===== src/rtl/ear_pkg.sv =====
package ear_pkg;

    localparam int MODE_W  = 3;
    localparam int NUM_OPS = 2;

    typedef enum logic [MODE_W-1:0] {
        AM_IMM  = 3'd0,
        AM_DIR  = 3'd1,
        AM_AIND = 3'd2,
        AM_ADEC = 3'd3,
        AM_AINC = 3'd4,
        AM_BIND = 3'd5,
        AM_BDEC = 3'd6,
        AM_BINC = 3'd7
    } amode_e;

    typedef struct packed {
        logic imm;
        logic direct;
        logic from_a;
        logic pre_dec;
        logic post_inc;
    } mode_ctl_t;

    typedef enum logic [2:0] {
        ST_IDLE,
        ST_BEGIN,
        ST_PTR,
        ST_FETCH,
        ST_LATCH
    } rstate_e;

endpackage


===== src/rtl/ear_mode_decode.sv =====
module ear_mode_decode
    import ear_pkg::*;
(
    input  amode_e    mode,
    output mode_ctl_t ctl
);
    always_comb begin
        ctl = '0;
        unique case (mode)
            AM_IMM:  ctl.imm = 1'b1;
            AM_DIR:  ctl.direct = 1'b1;
            AM_AIND: ctl.from_a = 1'b1;
            AM_ADEC: begin ctl.from_a = 1'b1; ctl.pre_dec = 1'b1; end
            AM_AINC: begin ctl.from_a = 1'b1; ctl.post_inc = 1'b1; end
            AM_BIND: ctl.from_a = 1'b0;
            AM_BDEC: ctl.pre_dec = 1'b1;
            AM_BINC: ctl.post_inc = 1'b1;
            default: ctl = '0;
        endcase
    end
endmodule


===== src/rtl/ear_mod_add.sv =====
module ear_mod_add #(
    parameter int W = 14
) (
    input  logic [W-1:0] x,
    input  logic [W-1:0] y,
    input  logic [W-1:0] n,
    output logic [W-1:0] s
);
    logic [W:0] raw;
    logic [W:0] red;

    always_comb begin
        raw = {1'b0, x} + {1'b0, y};
        red = raw - {1'b0, n};
        s   = (raw >= {1'b0, n}) ? red[W-1:0] : raw[W-1:0];
    end
endmodule


===== src/rtl/ear_mod_step.sv =====
module ear_mod_step #(
    parameter int W = 14
) (
    input  logic [W-1:0] v,
    input  logic [W-1:0] n,
    input  logic         down,
    output logic [W-1:0] r
);
    localparam logic [W-1:0] ONE = W'(1);

    always_comb begin
        if (down) r = (v == '0) ? (n - ONE) : (v - ONE);
        else      r = (v == (n - ONE)) ? '0 : (v + ONE);
    end
endmodule


===== src/rtl/ear_resolver.sv =====
module ear_resolver
    import ear_pkg::*;
#(
    parameter int AW = 14
) (
    input  logic                  clk,
    input  logic                  rst,
    input  logic [AW-1:0]         core_size,
    input  logic                  start,
    input  logic [AW-1:0]         instr_ip,
    input  logic [2*MODE_W-1:0]   instr_mode,
    input  logic [AW-1:0]         instr_a,
    input  logic [AW-1:0]         instr_b,
    output logic                  busy,
    output logic                  done,
    output logic [AW-1:0]         mem_addr,
    output logic                  mem_rd,
    output logic                  mem_wr,
    output logic                  mem_wsel,
    output logic [AW-1:0]         mem_wdata,
    input  logic [AW-1:0]         mem_rdata_a,
    input  logic [AW-1:0]         mem_rdata_b,
    output logic [AW-1:0]         ea_a,
    output logic [AW-1:0]         ea_b,
    output logic [AW-1:0]         opa_val_a,
    output logic [AW-1:0]         opa_val_b,
    output logic [AW-1:0]         opb_val_a,
    output logic [AW-1:0]         opb_val_b
);
    rstate_e       state_q;
    logic          sel_q;
    logic [AW-1:0] ip_q;
    logic [AW-1:0] fld_q   [NUM_OPS];
    amode_e        mode_q  [NUM_OPS];
    mode_ctl_t     ctl_op  [NUM_OPS];
    logic [AW-1:0] ea_q    [NUM_OPS];
    logic [AW-1:0] va_q    [NUM_OPS];
    logic [AW-1:0] vb_q    [NUM_OPS];
    logic [AW-1:0] mid_q;
    logic [AW-1:0] ptr_q;
    logic [AW-1:0] fin_q;

    mode_ctl_t     ctl;
    logic [AW-1:0] cur_field;
    logic [AW-1:0] mid_sum;
    logic [AW-1:0] ptr_raw;
    logic [AW-1:0] ptr_dec;
    logic [AW-1:0] ptr_use;
    logic [AW-1:0] fin_sum;
    logic [AW-1:0] ptr_inc;

    for (genvar g = 0; g < NUM_OPS; g++) begin : g_dec
        ear_mode_decode u_dec (
            .mode (mode_q[g]),
            .ctl  (ctl_op[g])
        );
    end

    assign ctl       = ctl_op[sel_q];
    assign cur_field = fld_q[sel_q];
    assign ptr_raw   = ctl.from_a ? mem_rdata_a : mem_rdata_b;
    assign ptr_use   = ctl.pre_dec ? ptr_dec : ptr_raw;

    ear_mod_add #(.W(AW)) u_mid_add (
        .x (cur_field), .y (ip_q), .n (core_size), .s (mid_sum)
    );

    ear_mod_add #(.W(AW)) u_fin_add (
        .x (ptr_use), .y (mid_q), .n (core_size), .s (fin_sum)
    );

    ear_mod_step #(.W(AW)) u_dec_step (
        .v (ptr_raw), .n (core_size), .down (1'b1), .r (ptr_dec)
    );

    ear_mod_step #(.W(AW)) u_inc_step (
        .v (ptr_q), .n (core_size), .down (1'b0), .r (ptr_inc)
    );

    // memory port sequencing
    always_comb begin
        mem_addr  = '0;
        mem_rd    = 1'b0;
        mem_wr    = 1'b0;
        mem_wsel  = 1'b0;
        mem_wdata = '0;
        unique case (state_q)
            ST_BEGIN: begin
                if (!ctl.imm) begin
                    mem_rd   = 1'b1;
                    mem_addr = mid_sum;
                end
            end
            ST_PTR: begin
                if (ctl.pre_dec) begin
                    mem_wr    = 1'b1;
                    mem_addr  = mid_q;
                    mem_wsel  = ~ctl.from_a;
                    mem_wdata = ptr_dec;
                end
            end
            ST_FETCH: begin
                mem_rd   = 1'b1;
                mem_addr = fin_q;
            end
            ST_LATCH: begin
                if (ctl.post_inc) begin
                    mem_wr    = 1'b1;
                    mem_addr  = mid_q;
                    mem_wsel  = ~ctl.from_a;
                    mem_wdata = ptr_inc;
                end
            end
            default: ;
        endcase
    end

    always_ff @(posedge clk) begin
        if (rst) begin
            state_q <= ST_IDLE;
            sel_q   <= 1'b0;
            done    <= 1'b0;
            ip_q    <= '0;
            mid_q   <= '0;
            ptr_q   <= '0;
            fin_q   <= '0;
            for (int i = 0; i < NUM_OPS; i++) begin
                fld_q[i]  <= '0;
                mode_q[i] <= AM_IMM;
                ea_q[i]   <= '0;
                va_q[i]   <= '0;
                vb_q[i]   <= '0;
            end
        end else begin
            done <= 1'b0;
            unique case (state_q)
                ST_IDLE: begin
                    if (start) begin
                        ip_q      <= instr_ip;
                        fld_q[0]  <= instr_a;
                        fld_q[1]  <= instr_b;
                        mode_q[0] <= amode_e'(instr_mode[MODE_W-1:0]);
                        mode_q[1] <= amode_e'(instr_mode[2*MODE_W-1:MODE_W]);
                        for (int i = 0; i < NUM_OPS; i++) begin
                            va_q[i] <= instr_a;
                            vb_q[i] <= instr_b;
                        end
                        sel_q   <= 1'b0;
                        state_q <= ST_BEGIN;
                    end
                end
                ST_BEGIN: begin
                    if (ctl.imm) begin
                        ea_q[sel_q] <= ip_q;
                        if (sel_q) begin
                            state_q <= ST_IDLE;
                            done    <= 1'b1;
                        end else begin
                            sel_q   <= 1'b1;
                            state_q <= ST_BEGIN;
                        end
                    end else begin
                        mid_q <= mid_sum;
                        fin_q <= mid_sum;
                        ptr_q <= '0;
                        state_q <= ctl.direct ? ST_LATCH : ST_PTR;
                    end
                end
                ST_PTR: begin
                    ptr_q   <= ptr_use;
                    fin_q   <= fin_sum;
                    state_q <= ST_FETCH;
                end
                ST_FETCH: begin
                    state_q <= ST_LATCH;
                end
                ST_LATCH: begin
                    ea_q[sel_q] <= fin_q;
                    va_q[sel_q] <= mem_rdata_a;
                    vb_q[sel_q] <= mem_rdata_b;
                    if (sel_q) begin
                        state_q <= ST_IDLE;
                        done    <= 1'b1;
                    end else begin
                        sel_q   <= 1'b1;
                        state_q <= ST_BEGIN;
                    end
                end
                default: state_q <= ST_IDLE;
            endcase
        end
    end

    assign busy      = (state_q != ST_IDLE);
    assign ea_a      = ea_q[0];
    assign ea_b      = ea_q[1];
    assign opa_val_a = va_q[0];
    assign opa_val_b = vb_q[0];
    assign opb_val_a = va_q[1];
    assign opb_val_b = vb_q[1];

endmodule


===== config.mk =====
export PLATFORM = sky130hd
export DESIGN_NAME = ear_resolver
export DESIGN_NICKNAME = d
export VERILOG_FILES = /design/src/rtl/ear_pkg.sv /design/src/rtl/ear_mode_decode.sv /design/src/rtl/ear_mod_add.sv /design/src/rtl/ear_mod_step.sv /design/src/rtl/ear_resolver.sv
export SDC_FILE = /design/constraint.sdc
export NUM_CORES = 1
export LEC_CHECK = 0
export BUFFER_PORTS_ARGS = -buffer_cell sky130_fd_sc_hd__buf_2
export CAP_MARGIN = 10
export CORE_MARGIN = 3
export CORE_UTILIZATION = 45
export DETAILED_ROUTE_END_ITERATION = 8
export PLACE_DENSITY = 0.76
export SYNTH_ARGS = -nofsm -noshare
export SYNTH_HDL_FRONTEND = slang
export SYNTH_SLANG_ARGS = --single-unit

===== constraint.sdc =====
create_clock -name clk -period 8.05 [get_ports clk]
set_clock_uncertainty 0.15 [all_clocks]
set_input_delay 0.4025 -clock clk [delete_from_list [all_inputs] [get_ports clk]]
set_output_delay 0.4025 -clock clk [all_outputs]
set_load 0.005 [all_outputs]

Word-level counts from Yosys, hierarchy flattened:

Memories as Yosys holds them, arrays and structs flattened. A register that Yosys moved wholly into a read port is not among the register bits.
Index checks and enable logic that the tools add are counted.

* register bits after elaboration: 61
* bits in writable memories: 118
* input port bits: 93
* memories: 5

* add/subtract/negate cells: 7
* magnitude comparators: 3
* equal/unequal tests: 20
* mux-type cells: 82
* bitwise logic cells: 12
* reduce and logical (&&, ||, !) cells: 20

Memory list
* ea_q: words 2, width 14, read ports 2, clocked after memory_dff 0, write ports 2, RTL line ear_resolver.sv:36 `logic [AW-1:0] ea_q [NUM_OPS];`
* fld_q: words 2, width 14, read ports 1, clocked after memory_dff 1, write ports 2, RTL line ear_resolver.sv:33 `logic [AW-1:0] fld_q [NUM_OPS];`
* va_q: words 2, width 14, read ports 2, clocked after memory_dff 0, write ports 2, RTL line ear_resolver.sv:37 `logic [AW-1:0] va_q [NUM_OPS];`
* vb_q: words 2, width 14, read ports 2, clocked after memory_dff 0, write ports 2, RTL line ear_resolver.sv:38 `logic [AW-1:0] vb_q [NUM_OPS];`
* mode_q: words 2, width 3, read ports 2, clocked after memory_dff 0, write ports 2, RTL line ear_resolver.sv:34 `amode_e mode_q [NUM_OPS];`

Operators by type and width (number)
* 14-bit two-way mux: 23
* 14-bit case mux with 2 select lines: 3
* 14-bit case mux with 4 select lines: 1
* 14-bit OR reduction: 3
* 1-bit two-way mux: 41
* 14-bit by 14-bit adder with 15-bit output: 2
* 15-bit by 14-bit greater-or-equal comparator with 1-bit output: 2
* 14-bit by 1-bit subtractor with 14-bit output, second input constant: 2
* 14-bit subtractor: 2
* 3-bit == test, second input constant: 7
* 3-bit by 2-bit == test with 1-bit output, second input constant: 6
* 3-bit two-way mux: 5
* 5-bit two-way mux: 3
* 3-bit case mux with 5 select lines: 1
* 14-bit by 1-bit adder with 14-bit output, second input constant: 1
* 14-bit == test: 1
* 14-bit zero test: 1
* 3-bit by 1-bit == test with 1-bit output, second input constant: 3
* 3-bit zero test: 3
* 1-bit bitwise OR: 9
* 1-bit case mux with 2 select lines: 4
* 2-bit OR reduction: 4
* 2-bit != test, second input constant: 3
* 2-bit AND reduction: 3
* 8 further kinds: 11

Depth between registers and ports, before layout:

Gate-level depths: netlist of the first run.
An unclocked memory read counts as a cell.

* depth after elaboration: 15
* gate-level depth with buffers: 28

Hierarchy:

A second synthesis of the first run with hierarchy kept.

* cell total of the unflattened synthesis: 1503
* area total of the unflattened synthesis: 13799.5 sq um

Modules (own cells, without submodules)
* ear_resolver: instances 1, cells each 682, area an instance 7908.8 sq um, seq. area each 4784.6 sq um
* ear_mod_step: instances 2, cells each 200, area an instance 1302.5 sq um, seq. area each 0.0 sq um
* ear_mod_add at u_fin_add: instances 1, cells each 210, area an instance 1626.6 sq um, seq. area each 0.0 sq um
* ear_mod_add at u_mid_add: instances 1, cells each 195, area an instance 1544.0 sq um, seq. area each 0.0 sq um
* ear_mode_decode: instances 2, cells each 8, area an instance 57.6 sq um, seq. area each 0.0 sq um

Worst setup path before layout of the first run:

Ideal clock, no wire load.

* path type: register to register
* start point: memory mode_q[0][3] in the netlist's numbering
* end point: register fin_q[10]
* setup time: 130 ps
* data arrival time: 5728 ps
* setup slack: 2041 ps
* cell stages (with the launch flop): 29
* path buffers: 3
* clock period less this slack: 6009 ps
* cells stage by stage: edfxtp_1 -> or3b_1 -> and3_1 -> clkbuf_1 -> nor2_2 -> a221o_1 -> nor3_1 -> buf_2 -> a211oi_1 -> a21o_1 -> ha_1 -> inv_1 -> fa_1 -> nor2b_1 -> o31a_1 -> nor4_1 -> o311ai_0 -> nand2_1 -> xnor2_1 -> ha_1 -> nand2_1 -> nor4_1 -> nor2b_1 -> o221a_2 -> o21a_1 -> nand2_1 -> buf_1 -> mux2i_1 -> o22ai_1

RTL lines
* from (decl): RTL line ear_resolver.sv:34
* to (signal assigned): RTL line ear_resolver.sv:164 `fin_q <= mid_sum;`
* to (signal assigned): RTL line ear_resolver.sv:171 `fin_q <= fin_sum;`
* to (decl): RTL line ear_resolver.sv:41 `logic [AW-1:0] fin_q;`

==> results of run 1 <==
[what timing repair did]
action / CTS / global route
hold buffers: 0 / 0
gates resized for setup: 0 / 1
endpoints found under the setup margin: 0 / 10
buffers inserted: 0 / 0
endpoints found under the hold margin: 0 / 0
[sequential cells by signal, summed over array words and instances (netlist names), named ones only]
register  cells
done          1
ea_q         28
fin_q        14
fld_q        28
ip_q         14
mid_q        14
mode_q        6
ptr_q        14
sel_q         1
state_q       3
va_q         28
vb_q         28
[cell type report]
class / count / area, µm² / share of cell area
clock buffer: 17 / 425 / 0.0308
timing repair buffer: 220 / 1130 / 0.0816
sequential: 180 / 4780 / 0.346
tap: 330 / 413 / 0.0299
inverter: 38 / 143 / 0.0103
clock inverter: 15 / 204 / 0.0147
multi-input combinational: 999 / 6730 / 0.487
[cell usage after synthesis (10+ instances only)]
cell type	number	share of area
edfxtp_1	118	0.30
nor2_1	114	0.036
nand2_1	90	0.028
a21oi_1	82	0.035
o21ai_0	78	0.033
a21o_1	77	0.049
xnor2_1	65	0.048
dfxtp_1	62	0.10
ha_1	58	0.061
and3_1	48	0.025
clkbuf_1	48	0.015
nand3_1	41	0.017
inv_1	38	0.012
nor3_1	32	0.014
mux2i_1	26	0.022
mux2_2	22	0.021
xor2_1	22	0.016
o22ai_1	17	0.0090
a211oi_1	15	0.0095
nor4_1	14	0.0074
a22oi_1	13	0.0082
and2_1	13	0.0069
nand4_1	13	0.0069
o21a_1	11	0.0070
or3_1	11	0.0058
nor2b_1	10	0.0053
[metal layers]
| metal | up-vias | part of all wire |
|---|---|---|
| li1 | 5148 | - |
| met2 | 671 | 0.45 |
| met1 | 5382 | 0.41 |
| met4 | 0 | 0.036 |
| met5 | - | 0 |
| met3 | 86 | 0.10 |
[cells in the final DEF (no fill, tap or decap), types with 26 or more instances in the layout]
cell	n
xnor2_1	65
dfxtp_1	62
nor2_1	114
edfxtp_1	118
and3_1	48
ha_1	58
mux2i_1	26
nand2_1	90
nand3_1	41
inv_1	38
buf_2	209
a21oi_1	82
o21ai_0	78
nor3_1	28
a21o_1	77
[worst reg2reg max path: stages, from the launching register on]
cell	delay (ps)
edfxtp_1	460
or3b_1	420
and3_1	280
o21ai_0	480
o211ai_2	370
nor3_2	610
nand2_1	190
o221ai_1	430
fa_1	300
nor2b_1	70
o31a_1	280
nor4_1	350
nor2_1	80
nor2_1	130
xnor2_1	170
ha_1	330
a21oi_1	190
o21ai_0	120
nand2b_1	150
o21ai_0	430
o21ai_0	320
nor2_1	370
a21oi_1	140
a221oi_1	310
[where the power goes]
group	leakage, µW	internal [µW]	switching (µW)
Clock	0.000301	451	409
Combinational	0.00414	577	912
Sequential	0.00177	1090	84.8
Total	0.00621	2120	1410
[cell families after synthesis]
kind of cell    count (synthesis)  share of synthesized area
flops                         180                      0.404
buf+inv                        94                     0.0315
fa+ha+maj                      62                     0.0680
xor+xnor                       87                     0.0643
compound gates                382                      0.214
simple gates                  420                      0.176
mux                            48                     0.0428
[stage by stage]
stage	util	std cells	power, µW	cell area [µm²]	setup WS (ps)
after floorplan	-	1273	2200	11900	2040
after global placement	0.517	1767	2640	13200	843
after detailed placement	0.517	1767	2640	13200	570
after CTS	0.541	1799	3500	13800	618
after global routing	0.541	1799	3720	13800	223
final	0.541	1799	3530	13800	810
[final timing paths]
| check | to | slack (ps) | depth (start not counted) | from |
|---|---|---|---|---|
| max reg2reg | fin_q[2] | 810 | 23 | mode_q[0][3] |
| max | fin_q[2] | 810 | 23 | mode_q[0][3] |
| min | ip_q[10] | 50 | 3 | instr_ip[10] |
| min reg2reg | ip_q[6] | 330 | 2 | ip_q[6] |
==> parameters.txt, run 1 <==
Parameter                              Value

Floorplanning
  Die span in y ... 168 µm
  Floorplan Core Area ... 25500 µm²
  Number of cell rows ... 58
  DIE AREA ... 28300 µm²
  Die extent in x ... 168 µm
  Initial standard-cell utilization of the core ... 0.464
  Number of top-level pins ... 210

STA
  Count of final max-slew check failures ... 0
  Worst-margin pin slew ... 1210 ps
  Post-Route Hold Slack ... 52.1 ps
  Final worst path period need ... 7240 ps
  Part of the cycle the worst path needs ... 0.899
  Slew HR ... 0.183
  Final setup violation count ... 0
  TNS Setup ... 0 ps
  Unrepaired setup endpoints after global routing ... false
  Upper clock frequency limit ... 138 MHz
  Final Hold Violating Endpoints ... 0

Global routing
  First-pass GRT wire length ... 60600 µm
  Most congested layer reported by global routing ... met2
  Number of antenna violations at the first check in global routing ... 0
  Total routing resource utilization after global routing ... 0.275
  Maximum number of pins on one net before global-route repair ... 42
  GRT met2 Usage ... 0.424
  Met1 track demand over resource in global routing ... 0.384
  Via count of the first global-routing pass ... 10500
  Total overflow reported by the global router ... 0
  Met3 Track Usage GR ... 0.0486

Routing
  Post-detailed-route wirelength per cell ... 22.4 µm
  Wirelength, routed ... 40400 µm
  Detailed-routing iteration count for the pre-antenna-repair pass ... 6
  DRC viols ... 0
  Number of design-rule violations left by the first detailed-router iteration ... 1468
  Overall via count from detail_route ... 11300
  Number of nets with antenna violations after routing ... 0
  Via count normalized by instance count ... 6.27

Placed design
  Sum of net half-perimeters after detailed placement ... 31700 µm
  Weighted congestion reported at the end of routability-driven placement ... 0.998
  IO Port Bufs ... 209

Clock tree
  Count of clock tree sinks ... 180
  H-tree depth ... 4
  CTS buffer count ... 17
  Worst-case clock buffer depth ... 2
  Clock transition at path regs ... 80 ps
  TritonCTS clock tree ... done
  Cell at the root of the clock tree ... clkbuf_16
  Worst-Skew Late Latency ... 440 ps

Setup path
  Chain of cells forming the critical path ... or3b_1 > and3_1 > o21ai_0 > o211ai_2 > nor3_2 > nand2_1 > o221ai_1 > fa_1 > nor2b_1 > o31a_1 > nor4_1 > nor2_1 > nor2_1 > xnor2_1 > ha_1 > a21oi_1 > o21ai_0 > nand2b_1 > o21ai_0 > o21ai_0 > nor2_1 > a21oi_1 > a221oi_1
  Library cell contributing the largest single delay on the critical path ... nor3_2
  Cell type group with the largest total delay on the critical path ... compound AO/OA/AOI/OAI gates
  Data required time of the critical path ... 8230 ps
  Crit path largest cell delay ... 610 ps
  Cell occurring most often along the worst timing path ... o21ai_0
  Arrival @ worst endpoint ... 7420 ps
  Maximum net fanout on the critical path ... 13
  Count of buffer and inverter cells on the critical path ... 0
  Critical Path Start Type ... flip-flop
  Type of element capturing the critical path ... flip-flop
  Setup CP Type ... reg2reg

Power
  Worst VDD drop ... 164 µV
  Leakage power ... 0.00621 µW
  Total power density per cell area ... 255 nW/µm²

Logic synthesis
  Share of synthesized registers carrying an async set or reset ... 0
  Synth Area per Inst ... 9.31 µm²
  Number of flops mapped to enable cells by yosys ... 118
  Unique masters post-synth ... 74
  Synth Warn # ... 0
  Post-synth design cell area ... 11900 µm²
  Share of the yosys chip area belonging to registers ... 0.404
  Cells after Synth ... 1273
  Most used flip-flop cell after synthesis ... edfxtp_1
  Synth Register Bits ... 180
  Post-Synthesis Net Count ... 1428

Finish
  Relative area change from synthesis to final layout ... 16.6%
  Antenna diodes ... 0
  Number of nets in the finished design ... 1611
  Share of final-layout standard cells stronger than drive strength 1 ... 0.203
  FILL cells ... 2300

Job
  Number of maximum-capacitance constraint violations ... 0

Outcome
  Status ... completed

Min path
  Worst min path class ... in2reg
Power figures use the tool's default switching activity.
==> run 2: changes to the inputs <==
--- a/config.mk
+++ b/config.mk
@@ -7,9 +7,9 @@
 export LEC_CHECK = 0
 export BUFFER_PORTS_ARGS = -buffer_cell sky130_fd_sc_hd__buf_2
 export CAP_MARGIN = 10
-export CORE_MARGIN = 3
 export CORE_UTILIZATION = 45
 export DETAILED_ROUTE_END_ITERATION = 8
+export HOLD_SLACK_MARGIN = 0.1
 export PLACE_DENSITY = 0.76
 export SYNTH_ARGS = -nofsm -noshare
 export SYNTH_HDL_FRONTEND = slang
==> run 2 against run 1 <==
  * Sequential share of layout area decreased by 0.35 points
  * Flip-flop and latch count unchanged
  * Setup slack got worse by 59 ps
  * Cell area rose by 1.0%
  * Global-route usage up 1.3 points
==> parameters.txt, run 2 (synthesis results as in run 1) <==
Parameter                              Value

Outcome
  Status ... completed

Finish
  Relative area change from synthesis to final layout ... 17.8%
  Final Non-Filler Cells ... 1820
  FILL cells ... 2405
  Commonest cells after routing, fill and taps aside ... 209 x buf_2, 118 x edfxtp_1, 114 x nor2_1, 90 x nand2_1, 82 x a21oi_1
  Commonest non-fill, non-tap cell in the layout ... buf_2
  Number of nets in the finished design ... 1625
  Share of final-layout standard cells stronger than drive strength 1 ... 0.202

Global routing
  Total overflow reported by the global router ... 0
  Via count of the first global-routing pass ... 10100
  Total routing resource utilization after global routing ... 0.288
  Number of antenna violations at the first check in global routing ... 1
  First-pass GRT wire length ... 58500 µm
  Maximum number of pins on one net before global-route repair ... 50

Setup path
  Data required time of the critical path ... 8230 ps
  Setup CP Type ... reg2reg
  Type of element capturing the critical path ... flip-flop
  Critical Path Start Type ... flip-flop
  Arrival @ worst endpoint ... 7480 ps
  Maximum net fanout on the critical path ... 13

STA
  Count of final max-slew check failures ... 0
  Final setup violation count ... 0
  Post-Route Hold Slack ... 115 ps
  Upper clock frequency limit ... 137 MHz
  Unrepaired setup endpoints after global routing ... false
  Final Hold Violating Endpoints ... 0
  Part of the cycle the worst path needs ... 0.907
  TNS Setup ... 0 ps
  Slew HR ... 0.245
  Final worst path period need ... 7300 ps
  Worst-margin pin slew ... 1120 ps

Floorplanning
  Die span in y ... 164 µm
  Initial standard-cell utilization of the core ... 0.456
  Die extent in x ... 164 µm
  DIE AREA ... 27000 µm²
  Number of top-level pins ... 210
  Floorplan Core Area ... 26000 µm²
  Number of cell rows ... 59

Placed design
  Placed Cells ... 1773
  Weighted congestion reported at the end of routability-driven placement ... 0.995
  Sum of net half-perimeters after detailed placement ... 31000 µm
  IO Port Bufs ... 209

Power
  Total power density per cell area ... 254 nW/µm²
  Leakage power ... 0.00625 µW
  Worst VDD drop ... 148 µV

Routing
  Via count normalized by instance count ... 6.15
  DRC viols ... 0
  Number of design-rule violations left by the first detailed-router iteration ... 1287
  Overall via count from detail_route ... 11200
  Wirelength, routed ... 39600 µm
  Detailed-routing iteration count for the pre-antenna-repair pass ... 5
  Number of nets with antenna violations after routing ... 0
  Post-detailed-route wirelength per cell ... 21.7 µm

Job
  Number of maximum-capacitance constraint violations ... 0

Clock tree
  Cell at the root of the clock tree ... clkbuf_16
  H-tree depth ... 4
  Clock transition at path regs ... 80 ps
  Worst-Skew Late Latency ... 440 ps
  Setup repair bufs after CTS ... 0
  CTS buffer count ... 17
  Count of clock tree sinks ... 180
  TritonCTS clock tree ... done
  Worst-case clock buffer depth ... 2

Min path
  Worst min path class ... in2reg
[run 2: metrics by stage]
stage	util	area, µm²	total power [µW]	setup slack (ps)
floorplan	-	11900	2200	2040
CTS	0.537	14000	3520	647
global placement	0.508	13200	2650	724
detailed placement	0.508	13200	2650	598
finish	0.538	14000	3540	752
global route	0.538	14000	3720	139
[run 2: worst max-delay path, stage by stage, from the launching register on]
cell and delay (ps):
edfxtp_1 470, or3b_1 430, and3_1 290, o21ai_0 450, o211ai_2 380, nor3_2 580, a211oi_1 180, a21o_1 220
ha_1 190, inv_1 70, fa_1 200, nor2b_1 70, o31a_1 280, nor4_1 490, o31ai_1 140, nor2_1 130
xnor2_1 170, ha_1 330, a21oi_1 160, o21ai_0 100, nand2b_1 150, o21ai_0 410, o21ai_0 330, nor2_1 380
a21oi_1 140, a221oi_1 290
[run 2: repair_timing]
action                     in CTS  in global routing
hold buffers                   13                  0
setup endpoints to repair       0                 13
hold endpoints to repair       13                  0
gates resized for setup         0                  1
[run 2: path summary, 6_finish.rpt]
| path | end | from | slack (ps) | cells past startpoint |
|---|---|---|---|---|
| setup / recovery | fin_q[2] | mode_q[0][3] | 750 | 25 |
| hold / removal | ip_q[5] | instr_ip[5] | 120 | 3 |
| hold reg to reg | ip_q[11] | ip_q[11] | 330 | 2 |
| setup reg to reg | fin_q[2] | mode_q[0][3] | 750 | 25 |
[run 2: routing by layer]
layer,track usage,share of wire,vias up
li1,-,-,5200
met1,0.408,0.43,5291
met2,0.446,0.45,628
met3,0.0381,0.086,83
met4,0.109,0.032,0
met5,0,0,-
[run 2: area by class of cell]
class                   instances  area (µm²)  area share
multi-input cells             999        6730       0.482
flip-flops and latches        180        4780       0.343
repair buffers                234        1270      0.0906
clock buffers                  17         425      0.0305
well taps                     335         419      0.0300
clock inverters                15         196      0.0141
inverters                      38         143      0.0102
diodes                          2        5.00    0.000358
[run 2: report_power, final]
part | switching (µW) | internal (µW)
combinational | 915 | 583
sequential | 82.2 | 1090
clock | 418 | 451
==> run 3: changes to the inputs <==
--- a/config.mk
+++ b/config.mk
@@ -10,7 +10,7 @@
 export CORE_UTILIZATION = 45
 export DETAILED_ROUTE_END_ITERATION = 8
 export HOLD_SLACK_MARGIN = 0.1
-export PLACE_DENSITY = 0.76
+export PLACE_DENSITY = 0.66
 export SYNTH_ARGS = -nofsm -noshare
 export SYNTH_HDL_FRONTEND = slang
 export SYNTH_SLANG_ARGS = --single-unit
==> constraint.sdc (replaced) <==
create_clock -name clk -period 8.05 [get_ports clk]
set_clock_uncertainty 0.15 [all_clocks]
set_input_delay 1.61 -clock clk [delete_from_list [all_inputs] [get_ports clk]]
set_output_delay 1.61 -clock clk [all_outputs]
set_load 0.005 [all_outputs]
==> run 3 against run 2 <==
  * Count of clock-buffer cells in the layout is the same
  * Highest routed layer unchanged
  * Global-route usage grew 0.58 points
  * Critical path depth shrank 8
  * Total power grew 1.2%
  * Die area is the same
  * Setup slack lost 330 ps
  * Largest cell class unchanged
==> parameters.txt, run 3 (synthesis results as in run 1) <==
Parameter                              Value

Power
  Leakage power ... 0.00626 µW
  Power dissipated by switching net loads ... 1460 µW
  Net switching share of the total power ... 0.406
  Total power density per cell area ... 258 nW/µm²
  Total power after layout ... 3590 µW
  Internal power of the cells ... 2130 µW
  Proportion of power drawn by flip-flops and latches ... 0.328
  Worst VDD drop ... 112 µV
  Relative contribution of the clock network to total power ... 0.251
  Proportion of power drawn by combinational gates ... 0.421

Routing
  Wirelength, routed ... 40000 µm
  Number of nets with antenna violations after routing ... 0
  Via count normalized by instance count ... 6.12
  Post-detailed-route wirelength per cell ... 22.0 µm
  Overall via count from detail_route ... 11100
  Number of design-rule violations left by the first detailed-router iteration ... 1438
  DRC viols ... 0
  Detailed-routing iteration count for the pre-antenna-repair pass ... 7

Clock tree
  Clock transition at path regs ... 80 ps
  Worst-Skew Late Latency ... 440 ps
  Worst-case clock buffer depth ... 2
  Setup repair bufs after CTS ... 0
  Cell at the root of the clock tree ... clkbuf_16
  H-tree depth ... 4
  TritonCTS clock tree ... done
  CTS buffer count ... 17
  Count of clock tree sinks ... 180

Setup path
  Data required time of the critical path ... 6290 ps
  Library cell contributing the largest single delay on the critical path ... a2111oi_0
  Cell occurring most often along the worst timing path ... nand2_1
  Chain of cells forming the critical path ... buf_4 > mux2_2 > ha_1 > a211oi_1 > o21ai_0 > and2_1 > a221o_1 > nor3_1 > ha_1 > nand2_1 > nor2_1 > a2111oi_0 > o221a_2 > nand2_1 > o211ai_1 > nand2_1 > buf_2
  Type of element capturing the critical path ... primary output
  Critical Path Start Type ... flip-flop
  Arrival @ worst endpoint ... 5870 ps
  Crit path largest cell delay ... 520 ps
  Maximum net fanout on the critical path ... 13
  Count of buffer and inverter cells on the critical path ... 2
  Setup CP Type ... reg2out
  Cell type group with the largest total delay on the critical path ... compound AO/OA/AOI/OAI gates

Placed design
  Weighted congestion reported at the end of routability-driven placement ... 1.00
  Sum of net half-perimeters after detailed placement ... 31000 µm
  IO Port Bufs ... 209

Global routing
  Via count of the first global-routing pass ... 9956
  Total routing resource utilization after global routing ... 0.294
  Maximum number of pins on one net before global-route repair ... 55
  Number of antenna violations at the first check in global routing ... 0
  First-pass GRT wire length ... 59000 µm
  Total overflow reported by the global router ... 0

Finish
  Relative area change from synthesis to final layout ... 17.4%
  FILL cells ... 2371
  Fin util ... 0.536
  Commonest non-fill, non-tap cell in the layout ... buf_2
  Antenna diodes ... 0
  Commonest cells after routing, fill and taps aside ... 209 x buf_2, 118 x edfxtp_1, 114 x nor2_1, 90 x nand2_1, 82 x a21oi_1
  Number of nets in the finished design ... 1621
  Share of final-layout standard cells stronger than drive strength 1 ... 0.208

STA
  Unrepaired setup endpoints after global routing ... true
  Count of final max-slew check failures ... 0
  Post-Route Hold Slack ... 339 ps
  Slew HR ... 0.258
  Final setup violation count ... 0
  Upper clock frequency limit ... 131 MHz
  Final Hold Violating Endpoints ... 0
  Final worst path period need ... 7630 ps
  Part of the cycle the worst path needs ... 0.948
  Worst-margin pin slew ... 1100 ps

Job
  Number of maximum-capacitance constraint violations ... 0

Floorplanning
  Number of cell rows ... 59
  DIE AREA ... 27000 µm²
  Number of top-level pins ... 210
  Floorplan Core Area ... 26000 µm²
  Die extent in x ... 164 µm
  Die span in y ... 164 µm
  Initial standard-cell utilization of the core ... 0.456

Min path
  Worst min path class ... reg2reg

Outcome
  Status ... completed
-- run 3: cell types whose count changed in the layout (fill, tap and decap cells not counted), moves of 2 or more --
cell / change
buf_4: +9
inv_8: -2
dlygate4sd3_1: -13
clkinv_8: +2
diode_2: -2
clkinvlp_4: -3
inv_12: +2
-- run 3: per-layer routing --
layer	wire length, µm	global-route usage	vias to the layer above	part of all wire
li1	-	-	5171	-
met1	17300	0.412	5307	0.43
met2	17700	0.448	546	0.44
met3	3690	0.0556	72	0.092
met4	1210	0.109	0	0.030
met5	0	0	-	0
-- run 3: stage by stage --
stage          worst slack, ps  TNS, ps  cells  area, µm²
2_1_floorplan              891        0   1273      11900
3_3_place_gp               350        0   1782      13300
3_5_place_dp               223        0   1782      13300
4_1_cts                    491        0   1814      13900
5_1_grt                  -57.9    -57.9   1814      13900
6_report                   420        0   1814      13900
-- run 3: layout make-up --
type	count	area (µm²)	area share
clock buffers	17	425	0.0306
clock inverters	15	215	0.0155
inverters	38	143	0.0103
multi-input cells	999	6730	0.483
flip-flops and latches	180	4780	0.344
well taps	335	419	0.0301
repair buffers	230	1200	0.0865
-- run 3: worst paths after layout --
check	from	to	slack (ps)	depth (start not counted)
worst max-delay path	flip-flop	mem_addr[0]	420	17
worst min-delay path	ip_q[8]	ip_q[8]	340	2
worst max register to register	mode_q[0][3]	fin_q[2]	1020	25
worst min register to register	ip_q[8]	ip_q[8]	340	2
-- run 3: power groups by stage --
stage | Sequential, µW | Combinational, µW | Clock, µW
finish | 1180 | 1510 | 899
global route | 1190 | 1650 | 934
CTS | 1170 | 1480 | 901
detailed placement | 1200 | 1470 | 0
global placement | 1190 | 1470 | 0
floorplan | 1160 | 1040 | 0
-- run 3: what timing repair did --
action	CTS	global route
gates resized for setup	0	0
setup endpoints to repair	0	1
hold buffers	0	0
-- run 3: tightest hold or removal path, stage by stage, from the launching register on --
cell and delay (ps):
dfxtp_1 330, nand2_1 60, a21oi_1 60
